[src/rtl/pmt_pkg.sv]
package pmt_pkg;
  typedef enum logic [1:0] {
    MODE_PERIOD = 2'b00,
    MODE_RSV1   = 2'b01,
    MODE_WIDTH  = 2'b10,
    MODE_RSV3   = 2'b11
  } meas_mode_e;

  localparam logic [1:0] ADDR_CTRL = 2'd0;
  localparam logic [1:0] ADDR_CAPT = 2'd1;
  localparam logic [1:0] ADDR_IRQ  = 2'd2;
  localparam logic [1:0] ADDR_CNT  = 2'd3;

  localparam int STAT_OVF_BIT   = 2;
  localparam int STAT_VALID_BIT = 3;
endpackage

[src/rtl/pmt_edge_sync.sv]
module pmt_edge_sync #(
  parameter int SYNC_STAGES = 2
) (
  input  logic clk,
  input  logic rst_n,
  input  logic din,
  output logic rise,
  output logic fall
);
  localparam int TOP = SYNC_STAGES - 1;

  logic [SYNC_STAGES-1:0] sync_q, sync_d;
  logic                   prev_q, prev_d;

  always_comb begin
    sync_d = {sync_q[TOP-1:0], din};
    prev_d = sync_q[TOP];
  end

  always_ff @(posedge clk or negedge rst_n) begin
    if (!rst_n) begin
      sync_q <= '0;
      prev_q <= 1'b0;
    end else begin
      sync_q <= sync_d;
      prev_q <= prev_d;
    end
  end

  assign rise = sync_q[TOP] & ~prev_q;
  assign fall = ~sync_q[TOP] & prev_q;
endmodule

[src/rtl/pmt_counter.sv]
module pmt_counter #(
  parameter int CNT_W = 16
) (
  input  logic             clk,
  input  logic             rst_n,
  input  logic             run,
  input  logic             tick,
  input  logic             clear,
  output logic [CNT_W-1:0] cnt,
  output logic             wrap
);
  logic [CNT_W-1:0] cnt_q, cnt_d;

  always_comb begin
    cnt_d = cnt_q;
    wrap  = 1'b0;
    if (!run) begin
      cnt_d = '0;
    end else if (clear) begin
      cnt_d = '0;
    end else if (tick) begin
      cnt_d = cnt_q + 1'b1;
      wrap  = &cnt_q;
    end
  end

  always_ff @(posedge clk or negedge rst_n) begin
    if (!rst_n) cnt_q <= '0;
    else        cnt_q <= cnt_d;
  end

  assign cnt = cnt_q;
endmodule

[src/rtl/pmt_regs.sv]
module pmt_regs
  import pmt_pkg::*;
#(
  parameter int CNT_W = 16
) (
  input  logic             clk,
  input  logic             rst_n,
  input  logic             run,
  input  logic             cap_evt,
  input  logic [CNT_W-1:0] cnt,
  input  logic             wrap,
  input  logic             irq_ack,
  input  logic [1:0]       reg_sel,
  input  logic             reg_wr,
  input  logic [CNT_W-1:0] reg_wdata,
  output meas_mode_e       mode,
  output logic [CNT_W-1:0] reg_rdata,
  output logic             ovf,
  output logic             irq,
  output logic [CNT_W-1:0] cap
);
  meas_mode_e       mode_q, mode_d;
  logic [CNT_W-1:0] cap_q, cap_d;
  logic             valid_q, valid_d;
  logic             first_q, first_d;
  logic             ovf_q, ovf_d;
  logic             irq_q, irq_d;
  logic             ctrl_wr, irq_clr_wr;

  always_comb begin
    ctrl_wr    = reg_wr && (reg_sel == ADDR_CTRL);
    irq_clr_wr = reg_wr && (reg_sel == ADDR_IRQ) && !reg_wdata[0];

    mode_d  = ctrl_wr ? meas_mode_e'(reg_wdata[1:0]) : mode_q;
    cap_d   = cap_q;
    valid_d = valid_q;
    if (cap_evt) begin
      cap_d   = cnt;
      valid_d = !first_q;
    end

    if (!run)         first_d = 1'b1;
    else if (cap_evt) first_d = 1'b0;
    else              first_d = first_q;

    if (wrap)                 ovf_d = 1'b1;
    else if (ctrl_wr && run)  ovf_d = 1'b0;
    else                      ovf_d = ovf_q;

    if (cap_evt || wrap)            irq_d = 1'b1;
    else if (irq_ack || irq_clr_wr) irq_d = 1'b0;
    else                            irq_d = irq_q;
  end

  always_ff @(posedge clk or negedge rst_n) begin
    if (!rst_n) begin
      mode_q  <= MODE_PERIOD;
      cap_q   <= '0;
      valid_q <= 1'b0;
      first_q <= 1'b1;
      ovf_q   <= 1'b0;
      irq_q   <= 1'b0;
    end else begin
      mode_q  <= mode_d;
      cap_q   <= cap_d;
      valid_q <= valid_d;
      first_q <= first_d;
      ovf_q   <= ovf_d;
      irq_q   <= irq_d;
    end
  end

  always_comb begin
    reg_rdata = '0;
    unique case (reg_sel)
      ADDR_CTRL: begin
        reg_rdata[1:0]            = mode_q;
        reg_rdata[STAT_OVF_BIT]   = ovf_q;
        reg_rdata[STAT_VALID_BIT] = valid_q;
      end
      ADDR_CAPT: reg_rdata    = cap_q;
      ADDR_IRQ:  reg_rdata[0] = irq_q;
      default:   reg_rdata    = cnt;
    endcase
  end

  assign mode = mode_q;
  assign ovf  = ovf_q;
  assign irq  = irq_q;
  assign cap  = cap_q;
endmodule

[src/rtl/pulse_meas_timer.sv]
module pulse_meas_timer
  import pmt_pkg::*;
#(
  parameter int CNT_W       = 16,
  parameter int SYNC_STAGES = 2
) (
  input  logic             clk,
  input  logic             rst_n,
  input  logic             tick_en,
  input  logic             meas_in,
  input  logic             start,
  input  logic             irq_ack,
  input  logic [1:0]       reg_sel,
  input  logic             reg_wr,
  input  logic [CNT_W-1:0] reg_wdata,
  output logic [CNT_W-1:0] reg_rdata,
  output logic             irq
);
  logic             rst_meta_q, rst_q;
  logic             edge_rise, edge_fall;
  logic             cap_evt, wrap;
  logic [CNT_W-1:0] cnt, cap;
  logic             ovf;
  meas_mode_e       mode;

  always_ff @(posedge clk or negedge rst_n) begin
    if (!rst_n) begin
      rst_meta_q <= 1'b0;
      rst_q      <= 1'b0;
    end else begin
      rst_meta_q <= 1'b1;
      rst_q      <= rst_meta_q;
    end
  end

  pmt_edge_sync #(.SYNC_STAGES(SYNC_STAGES)) u_sync (
    .clk  (clk),
    .rst_n(rst_q),
    .din  (meas_in),
    .rise (edge_rise),
    .fall (edge_fall)
  );

  assign cap_evt = start & (edge_fall | ((mode == MODE_WIDTH) & edge_rise));

  pmt_counter #(.CNT_W(CNT_W)) u_cnt (
    .clk  (clk),
    .rst_n(rst_q),
    .run  (start),
    .tick (tick_en),
    .clear(cap_evt),
    .cnt  (cnt),
    .wrap (wrap)
  );

  pmt_regs #(.CNT_W(CNT_W)) u_regs (
    .clk      (clk),
    .rst_n    (rst_q),
    .run      (start),
    .cap_evt  (cap_evt),
    .cnt      (cnt),
    .wrap     (wrap),
    .irq_ack  (irq_ack),
    .reg_sel  (reg_sel),
    .reg_wr   (reg_wr),
    .reg_wdata(reg_wdata),
    .mode     (mode),
    .reg_rdata(reg_rdata),
    .ovf      (ovf),
    .irq      (irq),
    .cap      (cap)
  );
endmodule

[config.mk]
export PLATFORM = sky130hd
export DESIGN_NAME = pulse_meas_timer
export DESIGN_NICKNAME = d
export VERILOG_FILES = /design/src/rtl/pmt_pkg.sv /design/src/rtl/pmt_edge_sync.sv /design/src/rtl/pmt_counter.sv /design/src/rtl/pmt_regs.sv /design/src/rtl/pulse_meas_timer.sv
export SDC_FILE = /design/constraint.sdc
export NUM_CORES = 1
export LEC_CHECK = 0
export BUFFER_PORTS_ARGS = -buffer_cell sky130_fd_sc_hd__buf_2
export CORE_ASPECT_RATIO = 1.25
export CORE_UTILIZATION = 37
export CTS_CLUSTER_DIAMETER = 150
export DETAILED_ROUTE_END_ITERATION = 8
export PLACE_DENSITY = 0.63
export SKIP_LAST_GASP = 1
export SYNTH_ARGS = -nofsm -noshare
export SYNTH_HDL_FRONTEND = slang
export SYNTH_SLANG_ARGS = --single-unit
[constraint.sdc]
create_clock -name clk -period 1.86 [get_ports clk]
set_clock_uncertainty 0.2 [all_clocks]
set_input_delay 0.279 -clock clk [delete_from_list [all_inputs] [get_ports clk]]
set_output_delay 0.279 -clock clk [all_outputs]
set_load 0.01 [all_outputs]
[Word level (Yosys, flattened, before mapping)]
Cells that the tools add are included.
Storage, ports and cells
  register bits after elaboration: 43
  input bits: 25
  output and inout port bits: 17
  word-level logic and storage cells: 52
Cells by class
  $add $sub $neg: 1
  equality and inequality tests: 5
  multiplexer cells: 15
  bitwise operators: 7
  reduce and logical (&&, ||, !) cells: 13
Operator list (count)
  $mux W16: 3
  $pmux W12 S2: 1
  $add A16 B1 Y16 const B: 1
  $reduce_and A16 Y1: 1
  $mux W1: 9
  $pmux W3 S3: 1
  $and A1 B1 Y1: 4
  $eq A2 B2 Y1 const B: 2
  $logic_and A1 B1 Y1: 4
  $reduce_bool A2 Y1: 2
  $ne A3 B2 Y1 const B: 1
  $pmux W1 S3: 1
  $eq A2 B1 Y1 const B: 1
  $logic_not A1 Y1: 2
  $logic_not A2 Y1: 1
  $logic_or A1 B1 Y1: 2
  $ne A2 B1 Y1 const B: 1
  $not A1 Y1: 2
  $reduce_or A2 Y1: 1
  $or A1 B1 Y1: 1

[Longest topological paths before layout]
  word-level depth: 9
  depth in mapped cells: 5
  gate-level depth less buffers: 5

[Hierarchy]
From an unflattened synthesis, not the netlist that was laid out.
Second synthesis, totals
  cells, all modules: 183
  area total of the unflattened synthesis: 2114.5 um^2
Modules (own cells, without submodules)
  pmt_regs: times used 1, cells an instance 90, area an instance 1158.6 um^2, seq. area each 551.8 um^2
  pmt_counter: times used 1, cells an instance 82, area an instance 795.8 um^2, seq. area each 400.4 um^2
  pmt_edge_sync: times used 1, cells an instance 5, area an instance 90.1 um^2, seq. area each 75.1 um^2
  pulse_meas_timer: times used 1, cells an instance 6, area an instance 70.1 um^2, seq. area each 50.0 um^2

[Worst setup path after synthesis]
Ideal clock, no wire load.
  path kind: input -> output
  from: input reg_sel[0]
  to: output reg_rdata[0]
  data arrival time: 1148 ps
  data required time: 1381 ps
  setup slack: 233 ps
  stages on the path: 2
  buffers on the path: 1
  cells stage by stage: clkbuf_1 > mux4_2
On the way
  longest elaborated chain between the ends: 2
  elaborated cells on any way between the ends: 4
  classes of those cells: 2 x eq/ne; 1 x mux; 1 x reduce/logical
Ends and longest elaborated chain
  start, declared: line pulse_meas_timer.sv:13  | input logic [1:0] reg_sel,
  $eq A2 B2 Y1, or another cell as far along: line pmt_regs.sv:75  | unique case (reg_sel)
  $pmux W1 S3 *: line pmt_regs.sv:75
  end, declared: line pulse_meas_timer.sv:16  | output logic [CNT_W-1:0] reg_rdata,
Every way passes the cells marked *; elsewhere a longest branch is shown, timed or not.

[Final worst setup path]
  from: register u_cnt.cnt_q[0] (netlist: u_cnt.cnt[0])
  to: output reg_rdata[0]
On the way
  longest elaborated chain between the ends: 1
Ends and longest elaborated chain
  start, declared: line pmt_counter.sv:12  | logic [CNT_W-1:0] cnt_q, cnt_d;
  start signal, assigned: line pmt_counter.sv:29  | else cnt_q <= cnt_d;
  $pmux W1 S3: line pmt_regs.sv:75
No other way between the ends.

==> summary.txt <==
Synthesis
  – Mux cell area share after synthesis: between 15 and 20%
  – Seq cells post-synth: 43
  – Cell area after synthesis: about 2100 sq um
  – Simple-Gate Fraction of Synth Area: 20.1%
  – Mapped Nets: 216
  – Number of flops mapped to enable cells by yosys: 0
  – Async SR Flop Fraction: 100%
  – Post-Synth XOR/XNOR Area: 6.16%
  – Synth warn: 0
  – Distinct cells, synth: 29
  – Synth Area in Compound Gates: 2.05%
  – Combinational family with the most area after synthesis: simple AND/OR/NAND/NOR gates
  – Sequential share of the synthesized area: 50.5%
  – Post-Syn Area per Cell: 11.2 sq um
  – Top FF cell, synth: dfrtp_1
  – Post-Synth Adder-Cell Area: 0.587%
  – Syn Inst Count: between 150 and 200

STA
  – Final setup viols: 0
  – Max Fclk: 549 MHz
  – RSZ-0062 raised after global routing: yes
  – Hold Violations, Final: 0
  – Worst Tran Pin Value: 0.514 ns
  – Final Critical Period: 1.82 ns
  – Slew margin rel.: between 60% and 70%
  – Fin crit share: between 90 and 100%
  – Final Max Slew Viols: 0

Die
  – Die Wd: 69.9 um
  – Die footprint: 6070 sq um
  – # IOs: 42
  – Die height: about 87 um
  – Site Rows: 30
  – Core footprint: 5480 sq um
  – Initial Util: 38.9%

Clock network
  – Clk sinks: 43
  – H-tree levels: 2
  – Max clock buf depth: 2
  – Clk slew on worst S/H paths: about 0.08 ns
  – Worst skew pair latency: about 0.29 ns
  – Clk root buf: clkbuf_8
  – CTS tree: done
  – CTS buffer count: 5

Routing
  – First DRT Iteration DRCs: 46
  – Post-route DRC: 0
  – Vias: roughly 1.5k
  – Mean routed wirelength per cell: ~14 um
  – Drt total wl: 3980 um
  – Final antenna-violating net count: 0
  – DRT Pass-1 Iters: 4
  – Via/cell ratio: 4.97

Cells and area
  – Final #Nets: 253
  – Area Growth Syn to Fin: 19.4%
  – Most common cell after layout, fill and taps aside: dfrtp_1
  – Reg area: 1080 sq um
  – Filler Cell Count: 526
  – Proportion of layout cells with a drive suffix above 1: 32.0%
  – Multi-input logic area: 993 sq um
  – Fin util: a little under half
  – Commonest cells after routing, fill and taps aside: dfrtp_1 (42), buf_2 (26), nor2_1 (20), mux2_2 (17), mux2i_1 (16)
  – Number of diodes: 0

GRT
  – Vias in the first global route: 1469
  – First-pass GRT wire length: between 7000 and 8000 um
  – GRT Total Usage: around 15%
  – Antenna violations before repair: 0
  – Largest net degree at the start of global routing: 42
  – Final global-route overflow total: 0

Hold path
  – Hold path depth: 2
  – HP Class: input port to register
  – Hold path start: irq_ack
  – Hold-critical path endpoint: u_regs.irq

Worst setup path
  – R2R cell count: 6
  – Worst setup SP type: register
  – CP max FO: 4
  – Max incr delay on CP: around 0.50 ns
  – CP endpoint kind: output port
  – Crit-path leading delay family: multiplexers
  – Worst path slowest cell: mux4_2
  – Critical path buffers and inverters: 1
  – Cell Chain, Critical Path: mux4_2 > buf_6
  – FF-to-FF setup slack: around 0.16 ns
  – Worst Path Arrival: 1.34 ns
  – Critical R2R Capture: u_cnt.cnt[12]
  – WP data required: approximately 1.4 ns
  – Crit Path Class: register to output port
  – Reg2reg start: u_cnt.cnt[0]
  – Critical path depth: 2

Run status
  – Status: complete, no violations

Pwr
  – Static leakage: 0.00119 uW
  – Total power: 1910 uW
  – PwrDens: 751 nW/um^2
  – VDD IR max: 439 uV

Run
  – Max Cap Viol: 0

Place
  – IO buf count: 27
  – Final GP Congestion: ~0.71
  – Hpwl dp: 2840 um
## Yosys cell counts (2+ instances only)
cell	n	share of area, %
inv_1	3	0.53
o21ai_1	2	0.47
nand4_1	4	1.2
nand3_1	7	1.6
o21ai_0	5	1.2
nor4_2	4	2.3
xnor2_1	12	4.9
nand4_2	2	1.2
mux2_2	17	9.0
clkbuf_1	4	0.70
mux2i_1	16	7.5
dfrtp_1	42	49
nand2_1	14	2.5
buf_2	7	1.6
xor2_1	3	1.2
nor3_1	4	0.94
nor2b_1	13	3.8
nor2_1	20	3.5
## worst max path at each step
stage | startpoint | slack (ns) | end
3_3_place_gp | u_regs.mode[1] | 0.21 | u_regs.cap[9]
2_1_floorplan | reg_sel[0] | 0.23 | reg_rdata[0]
3_5_place_dp | u_regs.mode[1] | 0.16 | u_regs.cap[6]
4_1_cts | u_cnt.cnt[0] | 0.03 | reg_rdata[0]
5_1_grt | u_cnt.cnt[0] | -0.008 | reg_rdata[0]
6_report | u_cnt.cnt[0] | 0.04 | reg_rdata[0]
## state kept, by name (all words and copies together), names as in the netlist
name and flops:
u_regs.ovf 1, u_regs.cap 16, u_regs.mode 2, rst_q 1
rst_meta_q 1, u_regs.valid_q 1, u_sync.prev_q 1, u_regs.first_q 1
u_regs.irq 1, u_sync.sync_q 2, u_cnt.cnt 16
## worst reg2reg max path: cells and delay by family (launching register included)
family	cells	cell delay [ns]
DFF	1	0.40
xor gates and xnor gates	1	0.15
buffers and inverters	1	0.14
adders and majority gates	1	0.21
and+or+nand+nor	3	0.50
## per-stage QoR
step                      std cells  worst slack (ns)  hold WS, ns  cell area [sq um]  setup TNS, ns
after detailed placement        280             0.164       -0.135               2380              0
final                           292            0.0383       0.0200               2550              0
after global placement          280             0.211       -0.135               2380              0
after global routing            292          -0.00793       0.0159               2550       -0.00793
after CTS                       292            0.0287       0.0155               2550              0
after floorplan                 190             0.233       -0.217               2130              0
## per-layer routing
metal,vias up,global-route usage [%],share of wire [%]
li1,722,-,-
met1,706,18.7,46
met2,18,25.4,50
met3,6,2.78,1.8
met4,0,6.00,2.1
met5,-,0,0
## cells by family (layout without fill, tap and decap cells)
group,Yosys count,count (layout)
DFF,43,43
other,1,1
AOI/OAI and AO/OA,8,8
and+or+nand+nor,74,74
adders and majority gates,1,1
muxes,34,34
xor gates and xnor gates,15,15
buffers and inverters,14,52
## final cells by class
type | count | area share, %
clock buffer | 6 | 3.24
clock inverter | 2 | 1.38
inverter | 3 | 0.442
multi-input combinational | 133 | 39.0
sequential | 43 | 42.3
tap | 64 | 3.14
timing repair buffer | 41 | 10.5
## power by group
part,internal [uW],switching [uW]
Clock,434,310
Combinational,88.1,92.7
Sequential,966,20.1
## repair_timing
| action | in CTS | in global routing |
|---|---|---|
| buffers inserted | 2 | 0 |
| gates resized for setup | 1 | 0 |
| endpoints found under the setup margin | 1 | 1 |
| hold buffers | 3 | 0 |
| endpoints found under the hold margin | 4 | 0 |
Note: power is estimated with default switching activity, not from simulation.
